`src/rtl/exc_entry_pkg.sv`:
```
package exc_entry_pkg;
  localparam int VEC_W = 8;

  localparam logic [VEC_W-1:0] VEC_ILLEGAL  = 8'd4;
  localparam logic [VEC_W-1:0] VEC_DIVZERO  = 8'd5;
  localparam logic [VEC_W-1:0] VEC_BOUNDS   = 8'd6;
  localparam logic [VEC_W-1:0] VEC_OVERFLOW = 8'd7;
  localparam logic [VEC_W-1:0] VEC_BUSERR   = 8'd2;
  localparam logic [VEC_W-1:0] VEC_SPURIOUS = 8'd24;
  localparam logic [VEC_W-1:0] VEC_TRAPBASE = 8'd32;

  // Byte address of a vector table slot (4-byte entries)
  function automatic logic [VEC_W+1:0] vec_table_addr(input logic [VEC_W-1:0] v);
    return {v, 2'b00};
  endfunction

  // Status register on exception entry: supervisor set, trace cleared
  function automatic logic [15:0] sr_on_entry(input logic [15:0] sr,
                                              input int s_bit, input int t_bit);
    logic [15:0] r;
    r = sr;
    r[s_bit] = 1'b1;
    r[t_bit] = 1'b0;
    return r;
  endfunction
endpackage

```
`src/rtl/exc_req_decode.sv`:
```
module exc_req_decode
  import exc_entry_pkg::*;
#(
  parameter int TRAP_W = 4
) (
  input  logic              ill_op,
  input  logic              div_op,
  input  logic              div_zero,
  input  logic              chk_op,
  input  logic              chk_fail,
  input  logic              ovf_op,
  input  logic              ovf_flag,
  input  logic              trap_op,
  input  logic [TRAP_W-1:0] trap_num,
  output logic              instr_hit,
  output logic [VEC_W-1:0]  instr_vec
);
  localparam int NREQ = 5;

  logic [NREQ-1:0]  req;
  logic [VEC_W-1:0] vec_tab [NREQ];

  // index 0 is highest priority
  assign req[0] = ill_op;
  assign req[1] = div_op & div_zero;
  assign req[2] = chk_op & chk_fail;
  assign req[3] = ovf_op & ovf_flag;
  assign req[4] = trap_op;

  assign vec_tab[0] = VEC_ILLEGAL;
  assign vec_tab[1] = VEC_DIVZERO;
  assign vec_tab[2] = VEC_BOUNDS;
  assign vec_tab[3] = VEC_OVERFLOW;
  assign vec_tab[4] = VEC_TRAPBASE + VEC_W'(trap_num);

  assign instr_hit = |req;

  always_comb begin
    instr_vec = '0;
    for (int i = NREQ - 1; i >= 0; i--) begin
      if (req[i]) instr_vec = vec_tab[i];
    end
  end
endmodule

```
`src/rtl/exc_irq_hold.sv`:
```
module exc_irq_hold
  import exc_entry_pkg::*;
(
  input  logic             clk,
  input  logic             rst_n,
  input  logic             iack_done,
  input  logic             iack_berr,
  input  logic [VEC_W-1:0] iack_vec,
  input  logic             instr_hit,
  output logic             irq_ready,
  output logic [VEC_W-1:0] irq_vec,
  output logic             irq_short,
  output logic             pend_v
);
  logic             pend_short;
  logic [VEC_W-1:0] pend_vec;
  logic [VEC_W-1:0] live_vec;
  logic             take;

  // no responder: spurious vector, never the bus-error vector
  assign live_vec  = iack_berr ? VEC_SPURIOUS : iack_vec;

  assign irq_ready = pend_v | iack_done;
  assign irq_vec   = pend_v ? pend_vec   : live_vec;
  assign irq_short = pend_v ? pend_short : iack_berr;
  assign take      = irq_ready & ~instr_hit;

  always_ff @(posedge clk) begin
    if (!rst_n) begin
      pend_v     <= 1'b0;
      pend_vec   <= '0;
      pend_short <= 1'b0;
    end else if (take && pend_v) begin
      // held result leaves; a fresh acknowledge takes its place
      pend_v     <= iack_done;
      pend_vec   <= live_vec;
      pend_short <= iack_berr;
    end else if (iack_done && !take) begin
      pend_v     <= 1'b1;
      pend_vec   <= live_vec;
      pend_short <= iack_berr;
    end
  end
endmodule

```
`src/rtl/exc_frame_build.sv`:
```
module exc_frame_build
  import exc_entry_pkg::*;
#(
  parameter int PC_W     = 32,
  parameter int SR_W     = 16,
  parameter int SR_S_BIT = 13,
  parameter int SR_T_BIT = 15
) (
  input  logic             instr_hit,
  input  logic [VEC_W-1:0] instr_vec,
  input  logic             irq_ready,
  input  logic [VEC_W-1:0] irq_vec,
  input  logic             irq_short,
  input  logic [PC_W-1:0]  instr_pc,
  input  logic [PC_W-1:0]  next_pc,
  input  logic [SR_W-1:0]  sr_in,
  output logic             fire,
  output logic [VEC_W-1:0] vec,
  output logic [VEC_W+1:0] vaddr,
  output logic [PC_W-1:0]  pc_save,
  output logic [SR_W-1:0]  sr_save,
  output logic [SR_W-1:0]  sr_new,
  output logic             short_frame
);
  assign fire        = instr_hit | irq_ready;
  assign vec         = instr_hit ? instr_vec : irq_vec;
  assign vaddr       = vec_table_addr(vec);
  // traps resume after the trapping instruction; interrupts resume at it
  assign pc_save     = instr_hit ? next_pc : instr_pc;
  assign sr_save     = sr_in;
  assign sr_new      = SR_W'(sr_on_entry(16'(sr_in), SR_S_BIT, SR_T_BIT));
  assign short_frame = ~instr_hit & irq_short;
endmodule

```
`src/rtl/exc_entry_seq.sv`:
```
module exc_entry_seq
  import exc_entry_pkg::*;
#(
  parameter int PC_W     = 32,
  parameter int SR_W     = 16,
  parameter int TRAP_W   = 4,
  parameter int SR_S_BIT = 13,
  parameter int SR_T_BIT = 15
) (
  input  logic              clk,
  input  logic              rst_n,
  input  logic              ill_op,
  input  logic              div_op,
  input  logic              div_zero,
  input  logic              chk_op,
  input  logic              chk_fail,
  input  logic              ovf_op,
  input  logic              ovf_flag,
  input  logic              trap_op,
  input  logic [TRAP_W-1:0] trap_num,
  input  logic              iack_done,
  input  logic              iack_berr,
  input  logic [7:0]        iack_vec,
  input  logic [PC_W-1:0]   instr_pc,
  input  logic [PC_W-1:0]   next_pc,
  input  logic [SR_W-1:0]   sr_in,
  output logic              exc_valid,
  output logic [7:0]        exc_vector,
  output logic [9:0]        exc_vaddr,
  output logic [PC_W-1:0]   exc_saved_pc,
  output logic [SR_W-1:0]   exc_saved_sr,
  output logic [SR_W-1:0]   exc_new_sr,
  output logic              exc_short_frame
);
  logic             instr_hit;
  logic [VEC_W-1:0] instr_vec;
  logic             irq_ready, irq_short, pend_v;
  logic [VEC_W-1:0] irq_vec;
  logic             fire, short_frame;
  logic [VEC_W-1:0] vec;
  logic [VEC_W+1:0] vaddr;
  logic [PC_W-1:0]  pc_save;
  logic [SR_W-1:0]  sr_save, sr_new;

  exc_req_decode #(.TRAP_W(TRAP_W)) u_dec (
    .ill_op(ill_op), .div_op(div_op), .div_zero(div_zero),
    .chk_op(chk_op), .chk_fail(chk_fail), .ovf_op(ovf_op),
    .ovf_flag(ovf_flag), .trap_op(trap_op), .trap_num(trap_num),
    .instr_hit(instr_hit), .instr_vec(instr_vec)
  );

  exc_irq_hold u_irq (
    .clk(clk), .rst_n(rst_n), .iack_done(iack_done), .iack_berr(iack_berr),
    .iack_vec(iack_vec), .instr_hit(instr_hit), .irq_ready(irq_ready),
    .irq_vec(irq_vec), .irq_short(irq_short), .pend_v(pend_v)
  );

  exc_frame_build #(.PC_W(PC_W), .SR_W(SR_W), .SR_S_BIT(SR_S_BIT),
                    .SR_T_BIT(SR_T_BIT)) u_frm (
    .instr_hit(instr_hit), .instr_vec(instr_vec), .irq_ready(irq_ready),
    .irq_vec(irq_vec), .irq_short(irq_short), .instr_pc(instr_pc),
    .next_pc(next_pc), .sr_in(sr_in), .fire(fire), .vec(vec), .vaddr(vaddr),
    .pc_save(pc_save), .sr_save(sr_save), .sr_new(sr_new),
    .short_frame(short_frame)
  );

  always_ff @(posedge clk) begin
    if (!rst_n) begin
      exc_valid       <= 1'b0;
      exc_vector      <= '0;
      exc_vaddr       <= '0;
      exc_saved_pc    <= '0;
      exc_saved_sr    <= '0;
      exc_new_sr      <= '0;
      exc_short_frame <= 1'b0;
    end else begin
      exc_valid <= fire;
      if (fire) begin
        exc_vector      <= vec;
        exc_vaddr       <= vaddr;
        exc_saved_pc    <= pc_save;
        exc_saved_sr    <= sr_save;
        exc_new_sr      <= sr_new;
        exc_short_frame <= short_frame;
      end
    end
  end
endmodule

```
`config.mk`:
```
export PLATFORM = sky130hd
export DESIGN_NAME = exc_entry_seq
export DESIGN_NICKNAME = d
export VERILOG_FILES = /design/src/rtl/exc_entry_pkg.sv /design/src/rtl/exc_req_decode.sv /design/src/rtl/exc_irq_hold.sv /design/src/rtl/exc_frame_build.sv /design/src/rtl/exc_entry_seq.sv
export SDC_FILE = /design/constraint.sdc
export NUM_CORES = 1
export LEC_CHECK = 0
export BUFFER_PORTS_ARGS = -buffer_cell sky130_fd_sc_hd__buf_2
export CAP_MARGIN = 10
export CORE_MARGIN = 2
export CORE_UTILIZATION = 44
export CTS_CLUSTER_SIZE = 10
export DETAILED_ROUTE_END_ITERATION = 10
export GPL_TIMING_DRIVEN = 0
export PLACE_DENSITY = 0.85
export SLEW_MARGIN = 10
export SYNTH_ARGS = -nofsm -noshare
export SYNTH_HDL_FRONTEND = slang
export SYNTH_SLANG_ARGS = --single-unit
```
`constraint.sdc`:
```
create_clock -name clk -period 1.94 [get_ports clk]
set_input_delay 0.097 -clock clk [delete_from_list [all_inputs] [get_ports clk]]
set_output_delay 0.097 -clock clk [all_outputs]
set_load 0.03 [all_outputs]
```
==> results of run 1 <==
stage by stage:
step / hold WS (ns) / total power, mW / setup TNS [ns] / area, um2 / cells
after detailed placement: 0.341 / 2.38 / -4.57 / 4370 / 687
after CTS: 0.000416 / 3.87 / 0 / 4990 / 740
after floorplan: 0.230 / 2.09 / 0 / 3340 / 407
after global routing: 0.000893 / 4.03 / 0 / 4990 / 740
final: 0.00849 / 3.88 / 0 / 4990 / 740
after global placement: 0.337 / 2.36 / -4.60 / 4370 / 687
worst min-delay path by stage:
stage,from,to,slack (ns),cells after the start
6_report,sr_in[5],exc_saved_sr[5],0.008,3
5_1_grt,next_pc[11],exc_saved_pc[11],0.0009,2
4_1_cts,sr_in[0],exc_saved_sr[0],0.0004,3
3_5_place_dp,next_pc[0],exc_saved_pc[0],0.34,2
3_3_place_gp,next_pc[17],exc_saved_pc[17],0.34,2
2_1_floorplan,sr_in[10],exc_saved_sr[10],0.23,2
metal layers:
layer / track usage / vias up / share of wire / routed length [um]
li1: - / 1865 / - / -
met1: 0.322 / 1840 / 0.38 / 4530
met2: 0.523 / 229 / 0.52 / 6300
met3: 0.0639 / 27 / 0.077 / 929
met4: 0.101 / 0 / 0.024 / 285
met5: 0 / - / 0 / 0
state kept, by name (all words and copies together) (netlist names):
signal,cells
u_irq.pend_short,1
u_irq.pend_v,1
exc_short_frame,1
exc_saved_pc,32
exc_new_sr,1
u_irq.pend_vec,8
exc_valid,1
exc_saved_sr,16
exc_vector,8
cells by family after synthesis:
logic type / count (synthesis) / share of synthesized area
and+or+nand+nor: 141 / 0.194
AOI/OAI and AO/OA: 121 / 0.252
DFF: 69 / 0.414
buffers and inverters: 66 / 0.117
muxes: 7 / 0.0218
other: 1 / 0.00112
worst max-delay path, cell delays in order:
cell and delay (ns):
buf_2 0.12, a222oi_1 0.95, and2_1 0.23, buf_2 0.14, buf_2 0.23, nand3_1 0.13, o211a_1 0.15
repair_timing:
action                                  CTS  global route
resized for setup                         0             1
hold buffers                             37             0
hold endpoints to repair                 37             0
endpoints found under the setup margin    0             4
power by group through the flow:
stage	combinational, mW	sequential, mW	clock (mW)
after floorplan	0.360	1.73	0
after global placement	0.780	1.58	0
after detailed placement	0.793	1.59	0
after CTS	0.854	1.55	1.46
after global routing	0.928	1.57	1.54
final	0.868	1.56	1.45
layout by cell type (no fill, tap or decap), types with 4 or more instances in the layout:
cell           synthesis  final
o211a_1               32     32
mux2i_1                5      5
clkbuf_1              24     24
dlygate4sd3_1          0     37
nor2_1                13     12
buf_2                  8    189
o21ai_0               37     37
nand3_1               56     56
buf_6                  4      4
dfxtp_1               69     69
a21boi_1               8      8
nand2_1               53     53
nor2b_1               12     12
buf_4                 27     27
a211oi_1               5      5
clkbuf_8               0      9
a21oi_1                4      4
o21ai_1               22     22
cell type report:
cell class | count | share of cell area
multi-input combinational | 272 | 0.315
sequential | 69 | 0.277
timing repair buffer | 218 | 0.256
buffer | 64 | 0.0764
clock buffer | 9 | 0.0248
clock inverter | 7 | 0.0248
tap | 99 | 0.0248
inverter | 2 | 0.00150
==> results by group, run 1 <==
Run status
  – Outcome: finished, final reports clean

Logic synthesis
  – Post-synth ARST share: 0
  – Synth cell types: 34
  – Cell taking the most area after synthesis: dfxtp_1
  – Top cells by area, synth: dfxtp_1 41%, o211a_1 9.6%, nand3_1 8.4%
  – Cell count after synthesis: roughly 400
  – Post-synthesis register bit count: 69
  – Ys flop type: dfxtp_1
  – Post-Syn Area per Cell: 8.24 um2
  – Yosys warnings: 0
  – Post-Syn Area: between 3000 and 4000 um2
  – Number of enable flip-flop cells after synthesis: 0
  – Sequential area share after synthesis: 0.414
  – Yosys top cell area share: 0.414
  – Commonest cells post-synth: 69 x dfxtp_1, 56 x nand3_1, 53 x nand2_1
  – Cell with the most instances after synthesis: dfxtp_1

Place
  – Port buffer count: about 180
  – Post-DP HPWL: roughly 8000 um
  – RePlAce Congestion: 0.861
  – Worst slack, placed: -0.144 ns

Clock tree
  – Sink Count: a little under 70
  – CTS buffer count: 9
  – H-tree depth: 3
  – # Post-CTS Setup Buffers: 0
  – CTS tree: yes
  – Max clock buf depth: 2
  – Clk_lat worst skew: 0.34 ns
  – CTS Root Cell: clkbuf_8
  – Clock slew at reported path FFs: about 0.090 ns

Setup path
  – Crit path to: exc_saved_pc[7]
  – CP arrival: slightly above 2 ns
  – CP Max Fanout: 10
  – Crit end category: flop
  – Flop2flop setup slack: 0.15 ns
  – Kind of critical path: primary input to flop
  – Req. time, crit path: approximately 2.2 ns
  – Crit path from: ovf_op
  – Worst r2r dst: exc_vector[5]
  – Startpoint types: primary input
  – Worst-case reg-to-reg path depth: 5
  – RR Startpoint: u_irq.pend_v

Floorplan
  – # IOs: between 150 and 200
  – # rows: 31
  – Initial Util: 0.457
  – Die Y: between 90 and 100 um
  – Die area: between 8000 and 9000 um2
  – Core area: ~7300 um2
  – Die width: 91.1 um

STA
  – Setup violators final: 0
  – Max-slew violation count: 0
  – Final Critical Period: 1.81 ns
  – Relative max-transition margin: 0.267
  – Final WS setup: approximately 0.13 ns
  – Clock skew: roughly 0.014 ns
  – RSZ-0062 raised after global routing: no
  – Final clock period utilization by the worst path: 0.935
  – FMAX: approximately 550 MHz
  – Final hold vios: 0
  – Tightest Pin Transition: 1.10 ns

Global route
  – Grt ovf: 0
  – Global-route wire length before repair: between 15,000 and 20,000 um
  – Initial antenna violation count: 0
  – Vias in the first global route: just under 4,000
  – Total Routing Usage GR: 0.285
  – Largest net degree at the start of global routing: 14

Cells and area
  – Register area: 1380 um2
  – ANT cells: 0
  – Post-Route Utilization: 0.685
  – Fillcell total: 598
  – Synth-to-Final Area Change: 49.7%
  – Nets@finish: 740
  – Share of post-route cells with drive strength above 1: 0.373
  – Multi-input gate area: approximately 1600 um2

Pwr
  – Internal: about 2.7 mW
  – Leakage power: 2.60 nW
  – VDD IR-drop max: 0.335 mV
  – Sw frac: 0.300
  – Clock group share of total power: 0.375
  – Seq pwr share: 0.401
  – Combinational Power Share: 0.224
  – Psw: around 1.2 mW
  – Power Density: between 700 and 800 nW/um2

Drt
  – Total number of vias: approximately 4,000
  – Drt pass-1 iters: 5
  – Drt via density: 5.35
  – DRT antenna net count: 0
  – Final WL: ~12,000 um
  – Wire per inst: around 16 um
  – DRC Markers: 0
  – Initial DRC Count: roughly 220

Min path
  – Hold Crit Class: primary input to flop

Job
  – Number of max-cap violations: 0
No activity file was read; power rests on OpenSTA's default activity.
==> inputs of run 2 (changes only) <==
--- a/config.mk
+++ b/config.mk
@@ -7,12 +7,14 @@
 export LEC_CHECK = 0
 export BUFFER_PORTS_ARGS = -buffer_cell sky130_fd_sc_hd__buf_2
 export CAP_MARGIN = 10
+export CELL_PAD_IN_SITES_DETAIL_PLACEMENT = 2
+export CELL_PAD_IN_SITES_GLOBAL_PLACEMENT = 2
 export CORE_MARGIN = 2
-export CORE_UTILIZATION = 44
+export CORE_UTILIZATION = 23
 export CTS_CLUSTER_SIZE = 10
 export DETAILED_ROUTE_END_ITERATION = 10
 export GPL_TIMING_DRIVEN = 0
-export PLACE_DENSITY = 0.85
+export PLACE_DENSITY = 0.84
 export SLEW_MARGIN = 10
 export SYNTH_ARGS = -nofsm -noshare
 export SYNTH_HDL_FRONTEND = slang
==> constraint.sdc (replaced) <==
create_clock -name clk -period 1.94 [get_ports clk]
set_input_delay 0.291 -clock clk [delete_from_list [all_inputs] [get_ports clk]]
set_output_delay 0.291 -clock clk [all_outputs]
set_load 0.03 [all_outputs]
==> run 2 against run 1 <==
Combinational power decreased by 4.1%. Cell area decreased by 2.8%. First-iteration DRC count decreased by 48%. Sequential share of layout area increased by 0.79 points. Utilization decreased by 35 points.
==> results by group, run 2 (synthesized netlist as in run 1, its figures left out) <==
Global route
  – Grt ovf: 0
  – Total Routing Usage GR: 0.175
  – Largest net degree at the start of global routing: 13
  – Vias in the first global route: slightly above 4,000
  – Global-route wire length before repair: approximately 22,000 um
  – Initial antenna violation count: 0

Place
  – Port buffer count: about 180
  – RePlAce Congestion: about 0.77
  – Post-DP HPWL: ~11,000 um
  – Worst slack, placed: -0.431 ns

Floorplan
  – Initial Util: 0.232
  – # rows: 44
  – Die Y: about 120 um
  – Core area: approximately 14,000 um2
  – Die width: 124 um
  – Die area: between 15,000 and 20,000 um2
  – # IOs: roughly 190

Clock tree
  – # hold bufs at CTS: 0
  – CTS tree: yes
  – Clk_lat worst skew: between 0.3 and 0.4 ns
  – Clock slew at reported path FFs: around 0.060 ns
  – H-tree depth: 3
  – CTS Root Cell: clkbuf_16
  – Sink Count: ~70
  – CTS buffer count: 9
  – Max clock buf depth: 2

STA
  – Final clock period utilization by the worst path: 0.948
  – Tightest Pin Transition: approximately 0.66 ns
  – Clock skew: between 0.003 and 0.004 ns
  – Final hold vios: 0
  – Final WS setup: 0.101 ns
  – FMAX: ~540 MHz
  – Relative max-transition margin: 0.559
  – Setup TNS: 0 ns
  – Max-slew violation count: 0
  – RSZ-0062 raised after global routing: yes
  – Setup violators final: 0
  – Final Critical Period: ~1.8 ns

Min path
  – Hold Crit Class: primary input to flop
  – Worst Hold Launch: sr_in[11]

Cells and area
  – Most frequent cells in the layout: 189 x buf_2, 69 x dfxtp_1, 56 x nand3_1
  – Share of post-route cells with drive strength above 1: 0.399
  – Largest Register: exc_saved_pc
  – ANT cells: 0
  – Post-Route Utilization: 0.338
  – Largest regs: exc_saved_pc (32), exc_saved_sr (16)
  – Synth-to-Final Area Change: 45.5%
  – Most common cell after layout, fill and taps aside: buf_2
  – Nets@finish: 705
  – Fillcell total: 1,712
  – Max reg flops: 32
  – Multi-input gate area: ~1600 um2
  – Register area: 1380 um2

Pwr
  – Power Density: slightly below 900 nW/um2
  – Combinational Power Share: 0.193
  – Seq pwr share: 0.362
  – Clock group share of total power: 0.445
  – VDD IR-drop max: 0.316 mV
  – Sw frac: 0.288
  – Tot Pwr: between 4 and 5 mW
  – Psw: about 1.2 mW
  – Leakage power: 2.52 nW
  – Internal: roughly 3.1 mW

Job
  – Number of max-cap violations: 0

Drt
  – Total number of vias: 3,773
  – Initial DRC Count: 113
  – DRT antenna net count: 0
  – DRC Markers: 0
  – Drt via density: between 4 and 5
  – Drt pass-1 iters: 4
  – Final WL: ~14,000 um
  – Wire per inst: between 15 and 20 um

Setup path
  – RR Startpoint: u_irq.pend_v
  – Crit path from: u_irq.pend_v
  – Startpoint types: flop
  – Req. time, crit path: roughly 2.2 ns
  – CP arrival: 2.06 ns
  – CP Max Fanout: 10
  – Kind of critical path: flop to flop
  – Crit end category: flop

Run status
  – Outcome: finished, final reports clean
-- run 2: cell count changes in the layout (fill, tap and decap cells not counted), sizes merged --
| cell | previous run | this run |
|---|---|---|
| buf | 221 | 223 |
| clkinv | 3 | 4 |
| clkinvlp | 1 | 0 |
| dlygate4sd3 | 37 | 0 |
-- run 2: final cells by class --
class	instances	share of cell area
buffer	64	0.0789
clock buffer	9	0.0464
clock inverter	7	0.0235
inverter	2	0.00155
multi-input combinational	272	0.326
sequential	69	0.285
tap	184	0.0474
timing repair buffer	183	0.192
-- run 2: timing repair --
action / CTS / global route
pin swaps: 1 / 0
gates resized for setup: 2 / 1
setup endpoints to repair: 51 / 13
buffers inserted: 2 / 0
-- run 2: final timing paths --
kind / end / slack, ns / depth (start not counted)
worst max-delay path: exc_vector[7] / 0.10 / 5
worst min-delay path: exc_saved_sr[11] / 0.18 / 3
worst max register to register: exc_vector[7] / 0.10 / 5
worst min register to register: u_irq.pend_vec[0] / 0.47 / 2
-- run 2: critical path, cell delays in order (launching register included) --
cell and delay (ns):
dfxtp_1 0.31, clkbuf_1 0.33, clkbuf_1 0.42, clkbuf_2 0.33, mux2i_1 0.26, nor2_1 0.07
-- run 2: metal layers --
| layer | share of wire | wire length [um] | vias to the layer above | global-route usage |
|---|---|---|---|---|
| met5 | 0 | 0 | - | 0 |
| met4 | 0.019 | 259 | 0 | 0.0687 |
| met3 | 0.052 | 708 | 16 | 0.0447 |
| met2 | 0.51 | 7010 | 108 | 0.320 |
| met1 | 0.42 | 5680 | 1855 | 0.194 |
| li1 | - | - | 1794 | - |
-- run 2: power groups by stage --
stage / Combinational, mW / Sequential (mW) / Clock, mW
3_3_place_gp: 0.799 / 1.58 / 0
2_1_floorplan: 0.360 / 1.73 / 0
3_5_place_dp: 0.828 / 1.59 / 0
4_1_cts: 0.845 / 1.56 / 1.96
6_report: 0.832 / 1.56 / 1.92
5_1_grt: 0.901 / 1.57 / 2.02
-- run 2: per-stage QoR --
step,hold slack [ns],std cells,area [um2]
4_1_cts,0.170,790,4850
6_report,0.183,790,4850
3_3_place_gp,0.446,772,4480
5_1_grt,0.183,790,4850
3_5_place_dp,0.467,772,4480
2_1_floorplan,0.424,407,3340
